File: config.mk
export PLATFORM = sky130hd
export DESIGN_NAME = regstat_table
export DESIGN_NICKNAME = d
export VERILOG_FILES = /design/src/rtl/regstat_pkg.sv /design/src/rtl/regstat_entry.sv /design/src/rtl/regstat_read.sv /design/src/rtl/regstat_table.sv
export SDC_FILE = /design/constraint.sdc
export NUM_CORES = 2
export LEC_CHECK = 0
export BUFFER_PORTS_ARGS = -buffer_cell sky130_fd_sc_hd__clkbuf_2
export CAP_MARGIN = 10
export CORE_MARGIN = 2
export CORE_UTILIZATION = 50
export CTS_BUF_LIST = sky130_fd_sc_hd__clkbuf_8
export DETAILED_ROUTE_END_ITERATION = 16
export PLACE_DENSITY = 0.65
export SYNTH_ARGS = -nofsm -noshare
export SYNTH_HDL_FRONTEND = slang
export SYNTH_SLANG_ARGS = --single-unit
File: constraint.sdc
create_clock -name clk -period 5.5 [get_ports clk]
set_input_delay 1.1 -clock clk [delete_from_list [all_inputs] [get_ports clk]]
set_output_delay 1.1 -clock clk [all_outputs]
set_load 0.1 [all_outputs]
File: src/rtl/regstat_pkg.sv
package regstat_pkg;
   localparam int RS_DEF_REGS   = 16;
   localparam int RS_DEF_DATA_W = 64;
   localparam int RS_DEF_TAG_W  = 4;

   // where a source lookup takes its answer from
   typedef enum logic [1:0] {
      RD_FROM_REG  = 2'd0,
      RD_FROM_BUS  = 2'd1,
      RD_MUST_WAIT = 2'd2
   } rd_src_e;
endpackage

File: src/rtl/regstat_entry.sv
module regstat_entry #(
   parameter int DATA_W = 64,
   parameter int TAG_W  = 4,
   parameter int IDX_W  = 4,
   parameter int IDX    = 0
) (
   input  logic              clk,
   input  logic              rst_n,
   input  logic              iss_valid,
   input  logic [IDX_W-1:0]  iss_dst,
   input  logic [TAG_W-1:0]  iss_tag,
   input  logic              bus_valid,
   input  logic [TAG_W-1:0]  bus_tag,
   input  logic [DATA_W-1:0] bus_data,
   output logic [TAG_W-1:0]  stat_q,
   output logic [DATA_W-1:0] val_q
);
   localparam logic [IDX_W-1:0] MY_IDX = IDX[IDX_W-1:0];

   logic hit_bus;
   logic hit_iss;

   assign hit_bus = bus_valid && (stat_q != '0) && (bus_tag == stat_q);
   assign hit_iss = iss_valid && (iss_dst == MY_IDX);

   always_ff @(posedge clk) begin
      if (!rst_n) begin
         stat_q <= '0;
         val_q  <= '0;
      end else begin
         if (hit_bus) val_q <= bus_data;
         if (hit_iss)      stat_q <= iss_tag;
         else if (hit_bus) stat_q <= '0;
      end
   end
endmodule

File: src/rtl/regstat_read.sv
module regstat_read
   import regstat_pkg::*;
#(
   parameter int NUM_REGS = 16,
   parameter int DATA_W   = 64,
   parameter int TAG_W    = 4,
   parameter bit BYPASS   = 1'b1,
   localparam int IDX_W   = $clog2(NUM_REGS)
) (
   input  logic [IDX_W-1:0]                 idx,
   input  logic [NUM_REGS-1:0][TAG_W-1:0]   stat_flat,
   input  logic [NUM_REGS-1:0][DATA_W-1:0]  val_flat,
   input  logic                             bus_valid,
   input  logic [TAG_W-1:0]                 bus_tag,
   input  logic [DATA_W-1:0]                bus_data,
   output logic                             ready,
   output logic [DATA_W-1:0]                value,
   output logic [TAG_W-1:0]                 tag
);
   logic [TAG_W-1:0] cur_tag;
   logic             on_bus;
   rd_src_e          from;

   assign cur_tag = stat_flat[idx];

   generate
      if (BYPASS) begin : g_bypass
         assign on_bus = bus_valid && (cur_tag != '0) && (bus_tag == cur_tag);
      end else begin : g_no_bypass
         assign on_bus = 1'b0;
      end
   endgenerate

   always_comb begin
      if (cur_tag == '0) from = RD_FROM_REG;
      else if (on_bus)   from = RD_FROM_BUS;
      else               from = RD_MUST_WAIT;
   end

   always_comb begin
      unique case (from)
         RD_FROM_BUS: begin
            ready = 1'b1;
            value = bus_data;
            tag   = '0;
         end
         RD_MUST_WAIT: begin
            ready = 1'b0;
            value = val_flat[idx];
            tag   = cur_tag;
         end
         default: begin
            ready = 1'b1;
            value = val_flat[idx];
            tag   = '0;
         end
      endcase
   end
endmodule

File: src/rtl/regstat_table.sv
module regstat_table
   import regstat_pkg::*;
#(
   parameter int NUM_REGS = RS_DEF_REGS,
   parameter int DATA_W   = RS_DEF_DATA_W,
   parameter int TAG_W    = RS_DEF_TAG_W,
   parameter bit BYPASS   = 1'b1,
   localparam int IDX_W   = $clog2(NUM_REGS)
) (
   input  logic              clk,
   input  logic              rst_n,
   input  logic              iss_valid,
   input  logic [TAG_W-1:0]  iss_tag,
   input  logic [IDX_W-1:0]  iss_dst,
   input  logic [IDX_W-1:0]  iss_src1,
   input  logic [IDX_W-1:0]  iss_src2,
   output logic              src1_ready,
   output logic [DATA_W-1:0] src1_value,
   output logic [TAG_W-1:0]  src1_tag,
   output logic              src2_ready,
   output logic [DATA_W-1:0] src2_value,
   output logic [TAG_W-1:0]  src2_tag,
   input  logic              bus_valid,
   input  logic [TAG_W-1:0]  bus_tag,
   input  logic [DATA_W-1:0] bus_data
);
   generate
      if (NUM_REGS < 2 || (1 << IDX_W) != NUM_REGS) begin : g_bad_regs
         $error("regstat_table: NUM_REGS must be a power of two, at least 2");
      end
      if (TAG_W < 1 || DATA_W < 1) begin : g_bad_width
         $error("regstat_table: TAG_W and DATA_W must be positive");
      end
   endgenerate

   logic [NUM_REGS-1:0][TAG_W-1:0]  stat_flat;
   logic [NUM_REGS-1:0][DATA_W-1:0] val_flat;

   generate
      for (genvar r = 0; r < NUM_REGS; r++) begin : g_reg
         regstat_entry #(
            .DATA_W(DATA_W), .TAG_W(TAG_W), .IDX_W(IDX_W), .IDX(r)
         ) u_entry (
            .clk      (clk),
            .rst_n    (rst_n),
            .iss_valid(iss_valid),
            .iss_dst  (iss_dst),
            .iss_tag  (iss_tag),
            .bus_valid(bus_valid),
            .bus_tag  (bus_tag),
            .bus_data (bus_data),
            .stat_q   (stat_flat[r]),
            .val_q    (val_flat[r])
         );
      end
   endgenerate

   regstat_read #(
      .NUM_REGS(NUM_REGS), .DATA_W(DATA_W), .TAG_W(TAG_W), .BYPASS(BYPASS)
   ) u_rd1 (
      .idx(iss_src1), .stat_flat(stat_flat), .val_flat(val_flat),
      .bus_valid(bus_valid), .bus_tag(bus_tag), .bus_data(bus_data),
      .ready(src1_ready), .value(src1_value), .tag(src1_tag)
   );

   regstat_read #(
      .NUM_REGS(NUM_REGS), .DATA_W(DATA_W), .TAG_W(TAG_W), .BYPASS(BYPASS)
   ) u_rd2 (
      .idx(iss_src2), .stat_flat(stat_flat), .val_flat(val_flat),
      .bus_valid(bus_valid), .bus_tag(bus_tag), .bus_data(bus_data),
      .ready(src2_ready), .value(src2_value), .tag(src2_tag)
   );
endmodule

Word-level counts from Yosys, hierarchy flattened
Index checks and enable logic that the tools add are counted.
{ "classes": {"mux": 50, "n_addsub": 0, "n_reduce_logical": 89, "eq_ne": 37, "div_mod_pow": 0, "bitwise": 0, "n_lt_le_gt_ge": 2, "n_mul": 0, "shifts": 0} }
{ "ops": {"columns": ["cell", "n"], "rows": [
  ["binary-select mux 64 bit (select 4 bit)", 2],
  ["2-to-1 mux 64 bit", 4],
  ["2-to-1 mux 4 bit", 36],
  ["== test 4 bit", 18],
  ["nonzero test 4 bit", 18],
  ["logical AND 1 bit", 52],
  ["binary-select mux 4 bit (select 4 bit)", 2],
  ["== test 4 bit (second input constant)", 8],
  ["nonzero test 2 bit", 16],
  ["== test 4 x 3 -> 1 bit (second input constant)", 4],
  ["logical NOT 4 bit", 3],
  ["less-than comparator 4 x 5 -> 1 bit (second input constant)", 2],
  ["== test 4 x 2 -> 1 bit (second input constant)", 2],
  ["2-to-1 mux 2 bit", 4],
  ["== test 2 x 1 -> 1 bit (second input constant)", 2],
  ["== test 2 bit (second input constant)", 2],
  ["== test 4 x 1 -> 1 bit (second input constant)", 1],
  ["2-to-1 mux 1 bit", 2]
]} }
{ "totals": {"n_memories": 0, "input_bits": 88, "output_inout_bits": 138, "latchBits": 0, "reg_bits": 1088, "word_cells": 210, "mem_bits_ro": 0, "ramBits": 0} }

Logic depth before layout (Yosys ltp)
{ "logic_depth": {"depth_word": 9, "depth_mapped": 11, "depth_no_buf": 7} }

Cells and area by module
A second synthesis with hierarchy kept.
{ "unflattened": {"cells_unflattened": 3697, "area_unflattened_um2": 54272.1} }
{ "by_module_without_submodules": {"columns": ["mod", "area_each_um2", "seq_area_each_um2", "n_inst", "cells_each"], "rows": [
  ["regstat_read", 9300.2, 0.0, 2, 543],
  ["regstat_entry (g_reg[0].u_entry ...)", 2229.6, 1361.3, 8, 163],
  ["regstat_entry (g_reg[13].u_entry ...)", 2227.1, 1361.3, 5, 163],
  ["regstat_entry (g_reg[4].u_entry ...)", 2234.6, 1361.3, 2, 164],
  ["regstat_entry (g_reg[15].u_entry)", 2229.6, 1361.3, 1, 164]
]} }

Least setup slack after synthesis
No wires, ideal clock.
{ "synth_timing": {"path_kind": "input to output", "start": "in iss_src1[1]", "end": "out src1_ready", "setup_slack_ns": -0.204, "arrival_ns": 4.604, "required_ns": 4.400, "path_buffers": 2, "path_stages": 7, "path_cell_list": "buf_4 > buf_4 > mux4_2 > a22oi_2 > nand3_1 > or3_1 > o21ai_0"} }
{ "synth_between": {"elab_chain_len": 9, "word_cells_on_any_way": 11, "cone_classes": "eq/ne (2); mux (5); reduce/logical (4)"} }
{ "synth_lines": {"columns": ["item", "line", "rtl"], "rows": [
  ["start: declaration", "regstat_table.sv:15", "input logic [IDX_W-1:0] iss_src1,"],
  ["binary-select mux 4 bit (select 4 bit) *", "regstat_read.sv:24", "assign cur_tag = stat_flat[idx];"],
  ["2-to-1 mux 4 bit (implied by the code) *", "regstat_read.sv:24", null],
  ["nonzero test 4 bit", "regstat_read.sv:28", "assign on_bus = bus_valid && (cur_tag != '0) && (bus_tag == cur_tag);"],
  ["logical AND 1 bit (2 in series)", "regstat_read.sv:28", null],
  ["2-to-1 mux 2 bit", "regstat_read.sv:36", "else if (on_bus) from = RD_FROM_BUS;"],
  ["2-to-1 mux 2 bit *", "regstat_read.sv:35", "if (cur_tag == '0) from = RD_FROM_REG;"],
  ["== test 2 bit *", "regstat_read.sv:41", "unique case (from)"],
  ["2-to-1 mux 1 bit *", "regstat_read.sv:41", null],
  ["end: declaration", "regstat_table.sv:17", "output logic src1_ready,"]
]} }
Mark *: on every way between the ends. The rest lies on a longest branch, timed or not. The select of a mux whose other input is x is not followed.

Final worst setup path
{ "layout_timing": {"start": "in iss_src2[3]", "end": "out src2_value[40]"} }
{ "layout_between": {"elab_chain_len": 9, "word_cells_on_any_way": 13, "cone_classes": "eq/ne (2); mux (7); reduce/logical (4)"} }
{ "layout_lines": {"columns": ["item", "line", "rtl"], "rows": [
  ["start: declaration", "regstat_table.sv:16", "input logic [IDX_W-1:0] iss_src2,"],
  ["binary-select mux 4 bit (select 4 bit)", "regstat_read.sv:24", null],
  ["2-to-1 mux 4 bit (implied by the code)", "regstat_read.sv:24", null],
  ["nonzero test 4 bit", "regstat_read.sv:28", null],
  ["logical AND 1 bit (2 in series)", "regstat_read.sv:28", null],
  ["2-to-1 mux 2 bit", "regstat_read.sv:36", null],
  ["2-to-1 mux 2 bit", "regstat_read.sv:35", null],
  ["== test 2 x 1 -> 1 bit", "regstat_read.sv:41", null],
  ["2-to-1 mux 64 bit *", null, null],
  ["end: declaration", "regstat_table.sv:21", "output logic [DATA_W-1:0] src2_value,"]
]} }
Marked as above.

==> metrics.yaml <==
final_layout:
  design_area_sq_um: 66900
  final_core_util: 0.567
  drive_gt1_frac: 0.229
  finalNonFillerCells: 7641
  syn_to_final_growth_pct: 12.8
  final_common_cell: "nand2_1"
  most-common-layout-cells: "2148 x nand2_1, 1088 x a21boi_0, 1088 x dfxtp_1, 663 x mux4_2, 228 x clkbuf_8"
  finalNetCount: 6054
clock_network:
  clock_path_buffers: 3
  cts_max_level: 4
  post_cts_resized: 0
  clockRootBuffer: "clkbuf_8"
  cts_buffers: 182
  cts_setup_buffers: 0
  clk_pin_slew_ns: 0.06
  clock-sinks: 1088
  cts_hold_buffers: 0
  tritoncts: "done"
  clk_latency_ns: 0.90
global_route:
  grt_util_all_layers: 0.333
  first_global_vias: 47000
  grt_pass1_wl_mm: 303
  grt.overflow.total: 0
  antenna_found_initial: 14
  grt_max_degree: 171
timing:
  final_hold_viol_count: 0
  period_needed_ns: 5.11
  tightest_slew_ns: 1.16
  setup_viol: 0
  clock.fmax_ghz: 0.196
  drv_slew: 0
  fin_skew_ns: 0.0417
  max_slew_margin: 0.228
  tns_ns: 0
  rsz0062_at_grt: "false"
  period_share: 0.929
worst_setup_path:
  required_ns: 4.40
  cp.arrival_ns: 4.01
  critPathLaunchType: "input port"
  cp-end-kind: "primary output"
  r2r_cells: 7
  cp_max_fo: 47
  critical_path_class: "input port to primary output"
placement:
  placed_cell_area_sq_um: 63300
  dp.final_hpwl_mm: 110
  port_buffers: 225
  gp_congestion: 0.922
  dp.cells: 7318
floorplan:
  initial_utilization: 0.503
  core_area_sq_um: 118000
  chipWidth_um: 348
  dieArea_sq_um: 121000
  fp-row-count: 126
  die_h_um: 348
  ios: 226
yosys:
  synth_edf_count: 0
  synth_top_area_share: 0.367
  syn_nets: 6207
  synthArstFlopShare: 0
  synthTopCellsByArea: "dfxtp_1 37%, mux4_2 25%, a21boi_0 14%, nand2_1 14%, clkbuf_1 3.5%"
  yosysTopAreaCell: "dfxtp_1"
  syn_area_sq_um: 59300
  ys_seq_elements: 1088
  synthDistinctLibCells: 52
  synth_ff_type: "dfxtp_1"
  netlist_instances: 6119
  yosysWarnings: 0
  ys_seq_area_frac: 0.367
  syn_avg_cell_area_sq_um: 9.69
routing:
  vias: 48200
  ant_nets: 0
  routed_wl_mm: 204
  drt_iter0_drc: 5146
  wl_per_cell_um: 26.7
  avgViaCountPerCell: 6.31
  route.detailed.drc: 0
  first_pass_iters: 6
power_and_ir_drop:
  total_leakage_power_nw: 21.7
  power_mw: 16.7
  peakVddDrop_mv: 0.246
  power_density_nw_per_um2: 249
hold_path:
  hold_class: "flip-flop to flip-flop"
  hold_depth: 2
outcome:
  status: "complete, no violations"
run:
  drv_cap: 0
-- power by group --
group | total (mW) | switching (mW) | internal, mW
combinational | 1.42 | 0.908 | 0.514
sequential | 7.92 | 0.0200 | 7.90
clock | 7.35 | 3.48 | 3.87
total | 16.7 | 4.41 | 12.3
-- Yosys cell counts (2+ instances only) --
library cell  number
buf_4              7
nor4_1            18
a22o_1             3
nor3b_1            3
xor2_1            37
nor2b_1            8
nand2b_1           4
o21ai_0            4
a21oi_1           16
nand4_1            2
a21boi_0        1089
mux2i_1           21
dfxtp_1         1088
mux2_4            18
inv_1              4
mux4_2           663
buf_1             77
a22oi_1            4
clkbuf_1         551
buf_6              6
and2_1             2
o22ai_1            3
mux2_1            36
and3_1             2
or4_1             16
buf_2             25
nand3_1           73
mux2_2            82
xnor2_1           24
nor2_1            23
nand3b_1           4
nand2_1         2148
nor3_1            38
a31oi_1            2
-- per-layer routing --
| layer | GRT usage | vias up | wire [um] |
|---|---|---|---|
| li1 | - | 21100 | - |
| met1 | 0.429 | 23900 | 78400 |
| met2 | 0.543 | 2579 | 96400 |
| met3 | 0.0543 | 634 | 18900 |
| met4 | 0.167 | 12 | 10500 |
| met5 | 0 | - | 80 |
-- worst max-delay path, stage by stage --
cell and delay [ns]:
buf_6 0.14, buf_4 0.31, mux2_2 0.37, nor3b_1 0.20, nor4_1 0.11, xor2_1 0.17
a211o_1 0.35, nor3_4 0.23, buf_12 0.29, mux2_2 0.42, buf_12 0.17
-- state kept, by name, indices dropped and copies added (netlist names) --
| register | count |
|---|---|
| g.u_entry.stat_q | 64 |
| g.u_entry.val_q | 1024 |
-- cell families (layout without fill, tap and decap cells) --
family,Yosys count,in the layout,synth area share
and+or+nand+nor,2349,2349,0.155
AOI/OAI and AO/OA,1131,1131,0.143
DFF,1088,1088,0.367
muxes,820,820,0.282
buffers and inverters,670,650,0.0441
xor gates and xnor gates,61,61,0.00901
other,0,6,0
-- cell type report --
class,count,area [sq um]
inverter,4,15.0
clock buffer,228,3140
fill,10000,51000
sequential,1088,21800
antenna,6,15.0
multi-input combinational,4361,35100
clock inverter,89,515
tap,1536,1920
timing repair buffer,329,4450
-- through the flow --
stage / setup WS (ns) / hold slack, ns
finish: 0.393 / 0.473
detailed placement: 0.417 / 0.467
floorplan: 0.0133 / 0.450
global placement: 0.425 / 0.456
global route: 0.308 / 0.487
CTS: 0.411 / 0.475
-- worst paths after layout --
| check | startpoint | endpoint | slack, ns |
|---|---|---|---|
| max | iss_src2[3] | src2_value[40] | 0.39 |
| min | g_reg[14].u_entry.val_q[26] | g_reg[14].u_entry.val_q[26] | 0.47 |
| max reg2reg | g_reg[5].u_entry.stat_q[3] | g_reg[5].u_entry.val_q[21] | 2.64 |
| min reg2reg | g_reg[14].u_entry.val_q[26] | g_reg[14].u_entry.val_q[26] | 0.47 |
(Power assumes the default switching activity.)
